**config.mk**
```make
export PLATFORM = sky130hd
export DESIGN_NAME = lsu_lane_unit
export DESIGN_NICKNAME = d
export VERILOG_FILES = /design/src/rtl/lsu_lane_pkg.sv /design/src/rtl/lsu_endian_latch.sv /design/src/rtl/lsu_lane_map.sv /design/src/rtl/lsu_load_align.sv /design/src/rtl/lsu_store_pack.sv /design/src/rtl/lsu_lane_unit.sv
export SDC_FILE = /design/constraint.sdc
export NUM_CORES = 1
export LEC_CHECK = 0
export BUFFER_PORTS_ARGS = -buffer_cell sky130_fd_sc_hd__buf_2
export CAP_MARGIN = 0
export CORE_AREA = 8 8 101 103
export CTS_CLUSTER_DIAMETER = 80
export DETAILED_ROUTE_END_ITERATION = 7
export DIE_AREA = 0 0 109 111
export GPL_TIMING_DRIVEN = 0
export PLACE_DENSITY = 0.62
export SYNTH_ARGS = -nofsm -noshare
export SYNTH_HDL_FRONTEND = slang
export SYNTH_SLANG_ARGS = --single-unit
```
**constraint.sdc**
```tcl
create_clock -name clk_i -period 3.4 [get_ports clk_i]
set_input_delay 0.68 -clock clk_i [delete_from_list [all_inputs] [get_ports clk_i]]
set_output_delay 0.68 -clock clk_i [all_outputs]
set_load 0.02 [all_outputs]
```
**src/rtl/lsu_lane_pkg.sv**
```systemverilog
package lsu_lane_pkg;
  typedef enum logic [1:0] {
    SZ_BYTE = 2'b00,
    SZ_HALF = 2'b01,
    SZ_WORD = 2'b10,
    SZ_RSVD = 2'b11
  } acc_size_e;
endpackage

```
**src/rtl/lsu_endian_latch.sv**
```systemverilog
module lsu_endian_latch (
  input  logic clk_i,
  input  logic rst_ni,
  input  logic cfg_i,
  output logic be_o
);
  logic be_q;

  // loads only while reset is held; no reset value on purpose
  always_ff @(posedge clk_i) begin
    if (!rst_ni) be_q <= cfg_i;
  end

  assign be_o = be_q;

  AST_MODE_HELD: assert property (@(posedge clk_i) disable iff (!rst_ni)
    $past(rst_ni) |-> $stable(be_o));
endmodule

```
**src/rtl/lsu_lane_map.sv**
```systemverilog
module lsu_lane_map #(
  parameter int unsigned NUM_LANES = 4,
  localparam int unsigned OFF_W = $clog2(NUM_LANES)
) (
  input  logic                            be_i,
  output logic [NUM_LANES-1:0][OFF_W-1:0] lane_o
);
  for (genvar k = 0; k < NUM_LANES; k++) begin : g_lane
    assign lane_o[k] = be_i ? OFF_W'(NUM_LANES - 1 - k) : OFF_W'(k);
  end
endmodule

```
**src/rtl/lsu_load_align.sv**
```systemverilog
module lsu_load_align #(
  parameter int unsigned NUM_LANES = 4,
  parameter int unsigned BYTE_W    = 8,
  localparam int unsigned OFF_W  = $clog2(NUM_LANES),
  localparam int unsigned DATA_W = NUM_LANES * BYTE_W
) (
  input  logic                            be_i,
  input  logic                            err_i,
  input  logic [OFF_W-1:0]                off_i,
  input  logic [OFF_W:0]                  nbytes_i,
  input  logic [NUM_LANES-1:0][OFF_W-1:0] lane_i,
  input  logic [DATA_W-1:0]               rdata_i,
  output logic [DATA_W-1:0]               data_o
);
  logic [OFF_W-1:0] pos;

  // significance byte i comes from offset off+i (LE) or off+n-1-i (BE)
  always_comb begin
    data_o = '0;
    pos    = '0;
    if (!err_i) begin
      for (int i = 0; i < NUM_LANES; i++) begin
        if (i < int'(nbytes_i)) begin
          pos = off_i + OFF_W'(be_i ? (int'(nbytes_i) - 1 - i) : i);
          data_o[i*BYTE_W +: BYTE_W] = rdata_i[int'(lane_i[pos])*BYTE_W +: BYTE_W];
        end
      end
    end
  end
endmodule

```
**src/rtl/lsu_store_pack.sv**
```systemverilog
module lsu_store_pack #(
  parameter int unsigned NUM_LANES = 4,
  parameter int unsigned BYTE_W    = 8,
  localparam int unsigned OFF_W  = $clog2(NUM_LANES),
  localparam int unsigned DATA_W = NUM_LANES * BYTE_W
) (
  input  logic                            store_i,
  input  logic                            err_i,
  input  logic [OFF_W-1:0]                off_i,
  input  logic [OFF_W:0]                  nbytes_i,
  input  logic [NUM_LANES-1:0][OFF_W-1:0] lane_i,
  input  logic [DATA_W-1:0]               st_i,
  output logic [DATA_W-1:0]               wdata_o,
  output logic [NUM_LANES-1:0]            en_o
);
  logic [OFF_W-1:0] pos;

  // replication is endian-independent: lane L carries source byte L mod n
  always_comb begin
    for (int l = 0; l < NUM_LANES; l++) begin
      wdata_o[l*BYTE_W +: BYTE_W] = st_i[(l % int'(nbytes_i))*BYTE_W +: BYTE_W];
    end
  end

  always_comb begin
    en_o = '0;
    pos  = '0;
    if (store_i && !err_i) begin
      for (int i = 0; i < NUM_LANES; i++) begin
        if (i < int'(nbytes_i)) begin
          pos = off_i + OFF_W'(i);
          en_o[lane_i[pos]] = 1'b1;
        end
      end
    end
  end
endmodule

```
**src/rtl/lsu_lane_unit.sv**
```systemverilog
module lsu_lane_unit
  import lsu_lane_pkg::*;
#(
  parameter int unsigned NUM_LANES = 4,
  parameter int unsigned BYTE_W    = 8,
  localparam int unsigned OFF_W  = $clog2(NUM_LANES),
  localparam int unsigned DATA_W = NUM_LANES * BYTE_W
) (
  input  logic                 clk_i,
  input  logic                 rst_ni,
  input  logic                 big_endian_i,
  input  logic [OFF_W-1:0]     offset_i,
  input  logic [1:0]           size_i,
  input  logic                 store_i,
  input  logic [DATA_W-1:0]    rdata_i,
  input  logic [DATA_W-1:0]    st_data_i,
  output logic [DATA_W-1:0]    ld_data_o,
  output logic [DATA_W-1:0]    wdata_o,
  output logic [NUM_LANES-1:0] byte_en_o,
  output logic                 align_err_o,
  output logic                 mode_be_o
);
  acc_size_e                       size;
  logic [OFF_W:0]                  nbytes;
  logic                            err;
  logic                            be;
  logic [NUM_LANES-1:0][OFF_W-1:0] lane;

  assign size = acc_size_e'(size_i);

  always_comb begin
    case (size)
      SZ_BYTE: nbytes = (OFF_W+1)'(1);
      SZ_HALF: nbytes = (OFF_W+1)'(NUM_LANES / 2);
      default: nbytes = (OFF_W+1)'(NUM_LANES);
    endcase
  end

  assign err = (offset_i & OFF_W'(nbytes - 1'b1)) != '0;

  lsu_endian_latch u_latch (
    .clk_i  (clk_i),
    .rst_ni (rst_ni),
    .cfg_i  (big_endian_i),
    .be_o   (be)
  );

  lsu_lane_map #(.NUM_LANES(NUM_LANES)) u_map (
    .be_i   (be),
    .lane_o (lane)
  );

  lsu_load_align #(.NUM_LANES(NUM_LANES), .BYTE_W(BYTE_W)) u_load (
    .be_i     (be),
    .err_i    (err),
    .off_i    (offset_i),
    .nbytes_i (nbytes),
    .lane_i   (lane),
    .rdata_i  (rdata_i),
    .data_o   (ld_data_o)
  );

  lsu_store_pack #(.NUM_LANES(NUM_LANES), .BYTE_W(BYTE_W)) u_store (
    .store_i  (store_i),
    .err_i    (err),
    .off_i    (offset_i),
    .nbytes_i (nbytes),
    .lane_i   (lane),
    .st_i     (st_data_i),
    .wdata_o  (wdata_o),
    .en_o     (byte_en_o)
  );

  assign align_err_o = err;
  assign mode_be_o   = be;

  AST_ERR_NO_EN: assert property (@(posedge clk_i) disable iff (!rst_ni)
    align_err_o |-> byte_en_o == '0);
  AST_ERR_ZERO_LOAD: assert property (@(posedge clk_i) disable iff (!rst_ni)
    align_err_o |-> ld_data_o == '0);
  AST_HALF_ODD_ERR: assert property (@(posedge clk_i) disable iff (!rst_ni)
    (size_i == 2'b01 && offset_i[0]) |-> align_err_o);
  AST_LOAD_NO_EN: assert property (@(posedge clk_i) disable iff (!rst_ni)
    !store_i |-> byte_en_o == '0);
  AST_BYTE_ZEXT: assert property (@(posedge clk_i) disable iff (!rst_ni)
    size_i == 2'b00 |-> ld_data_o[DATA_W-1:BYTE_W] == '0);
  AST_BYTE_ONE_LANE: assert property (@(posedge clk_i) disable iff (!rst_ni)
    (store_i && size_i == 2'b00) |-> $onehot0(byte_en_o) && byte_en_o != '0);
  AST_WORD_ALL_LANES: assert property (@(posedge clk_i) disable iff (!rst_ni)
    (store_i && size_i == 2'b10 && !align_err_o) |-> &byte_en_o);
  AST_HALF_TWO_LANES: assert property (@(posedge clk_i) disable iff (!rst_ni)
    (store_i && size_i == 2'b01 && !align_err_o) |-> $countones(byte_en_o) == 2);
endmodule

```
==> impl_metrics.yaml <==
floorplan:
  die_h_microns: 111
  ioPinCount: 142
  die_w_microns: 109
  die_area_sq_mm: 0.0121
  fp-row-count: 34
  initial_utilization_pct: 26.5
  coreArea_sq_mm: 0.00855
outcome:
  violations: "negative setup slack"
  status: "finished, violations left"
routing:
  drt-total-wl_microns: 9360
  drtAntennaViolNets: 0
  wl_per_cell_microns: 16.5
  vias: 2847
  viasPerCell: 5.01
  drtIter0Drc: 94
  drc_errors: 0
  firstDrtPassIters: 4
timing:
  rsz0062_at_grt: "true"
  final_max_slew_viol_count: 0
  fin_ws_ns: -0.0702
  setup_viol: 23
  relSlewSlack_pct: 47.3
  finalHoldViolCount: 0
  max_clock_freq_mhz: 288
  tightest_slew_ns: 0.787
  post-route-period-util_pct: 102
  min_period_ns: 3.47
pwr:
  p_leak_uw: 0.00188
  powerDensity_mw_per_mm2: 281
  irDropWorstVdd_mv: 0.101
  totalPowerFinal_uw: 1050
logic_synthesis:
  syn-num-nets: 381
  synth_cells: 296
  yosysUniqueCellTypes: 49
  ys.flop_type: "edfxtp_1"
  synth_area_sq_mm: 0.00226
  synth.avg_cell_area_sq_um: 7.65
  ys_seq_area_share_pct: 1.33
  yosys_warnings: 0
  synthArstFlopShare_pct: 0
  synth-seq-cells: 1
  synth_edf_count: 1
final_layout:
  fin_cells: 568
  area_growth_pct: 65.1
  layout_commonest_cell: "buf_2"
  final_cell_mix: "119 x buf_2, 60 x nand2_1, 41 x mux2i_1"
  largest_reg_flops: 1
  final.fill_count: 850
  multiInputGateArea_sq_mm: 0.00232
  final_layout_size_suffix_gt1_share_pct: 56.7
  diodes: 0
  fin_nets: 547
  post-route-cell-area_sq_mm: 0.00374
  register_area_sq_um: 30.0
grt:
  grt_pass1_wl_microns: 15000
  overflow: 0
  grtUsageTotal_pct: 14.6
  antenna_found_initial: 0
  grt_max_degree: 11
  grt_pass1_vias: 3096
clock_tree:
  hold_buffers: 0
  path_clk_slew_ns: 0
placement:
  dp_cells: 545
  dpl-instance-area_sq_mm: 0.00314
  portBuffers: 141
  dpl.hpwl_microns: 7690
  gp_congestion: 0.830
critical_path:
  critPathLaunch: "size_i[1]"
  crit_arrival_ns: 2.79
  start_kind: "input pin"
  worst_setup_path_end_kind: "output pin"
  worstPathRequired_ns: 2.72
  path_class: "input pin to output pin"
  crit_fanout: 8
min_path:
  hold_class: "input pin to flop"
  whs_path_depth: 1
  hp-start: "big_endian_i"
job:
  drv_cap: 0
==> cells by family (layout without fill, tap and decap cells) <==
family | after synthesis | after routing | share of synthesized area [%]
multiplexers | 76 | 76 | 37.1
XOR/XNOR | 6 | 6 | 4.98
AO/OA/AOI/OAI | 59 | 59 | 18.8
flip-flops | 1 | 1 | 1.33
AND/OR/NAND/NOR | 107 | 107 | 22.6
buffers and inverters | 34 | 198 | 8.07
adder cells (fa/ha/maj) | 13 | 13 | 7.19
==> cells in the mapped netlist, types with 2 or more instances <==
library cell | number | area (sq um)
mux2_4 | 10 | 150
mux2_2 | 14 | 158
o21ai_0 | 11 | 55.1
nor3_1 | 18 | 90.1
inv_1 | 17 | 63.8
xnor2_4 | 2 | 55.1
o21a_1 | 9 | 67.6
nand2_1 | 61 | 229
o22ai_1 | 10 | 62.6
clkbuf_1 | 4 | 15.0
nand3b_1 | 3 | 22.5
nor2_1 | 9 | 33.8
buf_6 | 2 | 22.5
ha_1 | 13 | 163
mux2i_1 | 43 | 430
xor2_2 | 3 | 48.8
or2_2 | 4 | 25.0
nand2b_1 | 2 | 12.5
mux2_1 | 9 | 101
inv_2 | 2 | 7.51
buf_4 | 4 | 30.0
buf_2 | 3 | 15.0
a21oi_1 | 14 | 70.1
a31oi_1 | 2 | 12.5
a22oi_1 | 2 | 15.0
or3b_1 | 2 | 17.5
==> per-stage QoR <==
step	TNS, ns	setup WS [ns]	hold WS, ns	util (%)
CTS	-0.0789	-0.0286	0.858	42.9
global route	-2.95	-0.153	0.863	43.7
global placement	-27.90	-0.591	0.856	36.8
floorplan	-0.225	-0.0298	0.779	-
finish	-0.669	-0.0702	0.858	43.7
detailed placement	-30.20	-0.630	0.859	36.8
==> metal layers <==
layer	GRT usage [%]	vias to the layer above	routed length, microns
li1	-	1378	-
met1	16.9	1318	3600
met2	26.8	147	4570
met3	4.01	4	1140
met4	0.913	0	51
met5	0	-	0
==> worst paths after layout <==
kind | to | slack [ns]
worst max-delay path | wdata_o[6] | -0.07
worst min-delay path | u_latch.be_o$_DFFE_PN_ | 0.86
==> where the power goes <==
group          total, uW  internal [uW]  switching [uW]
registers           15.7           15.0           0.675
logic               1030            471             561
clock network          0              0               0
total               1050            486             562
==> worst max-delay path, stage by stage <==
cell        delay [ns]
buf_12            0.09
and2b_2           0.23
inv_4             0.08
ha_4              0.17
clkinvlp_4        0.14
ha_4              0.19
or4_4             0.56
a31oi_4           0.30
o21a_1            0.22
buf_6             0.13
==> repair_timing <==
action                     CTS  global route
cloned                       1             0
setup endpoints to repair   62            56
pin swaps                   20             8
setup buffers               21             2
hold endpoints to repair     0             0
gates resized for setup     88            17
==> final cells by class <==
cell class	count	area share [%]
plain buffers	14	3.42
inverters	19	2.28
multi-input cells	261	62.2
flip-flops and latches	1	0.804
well taps	108	3.62
repair buffers	165	27.7
Power figures use the tool's default switching activity.
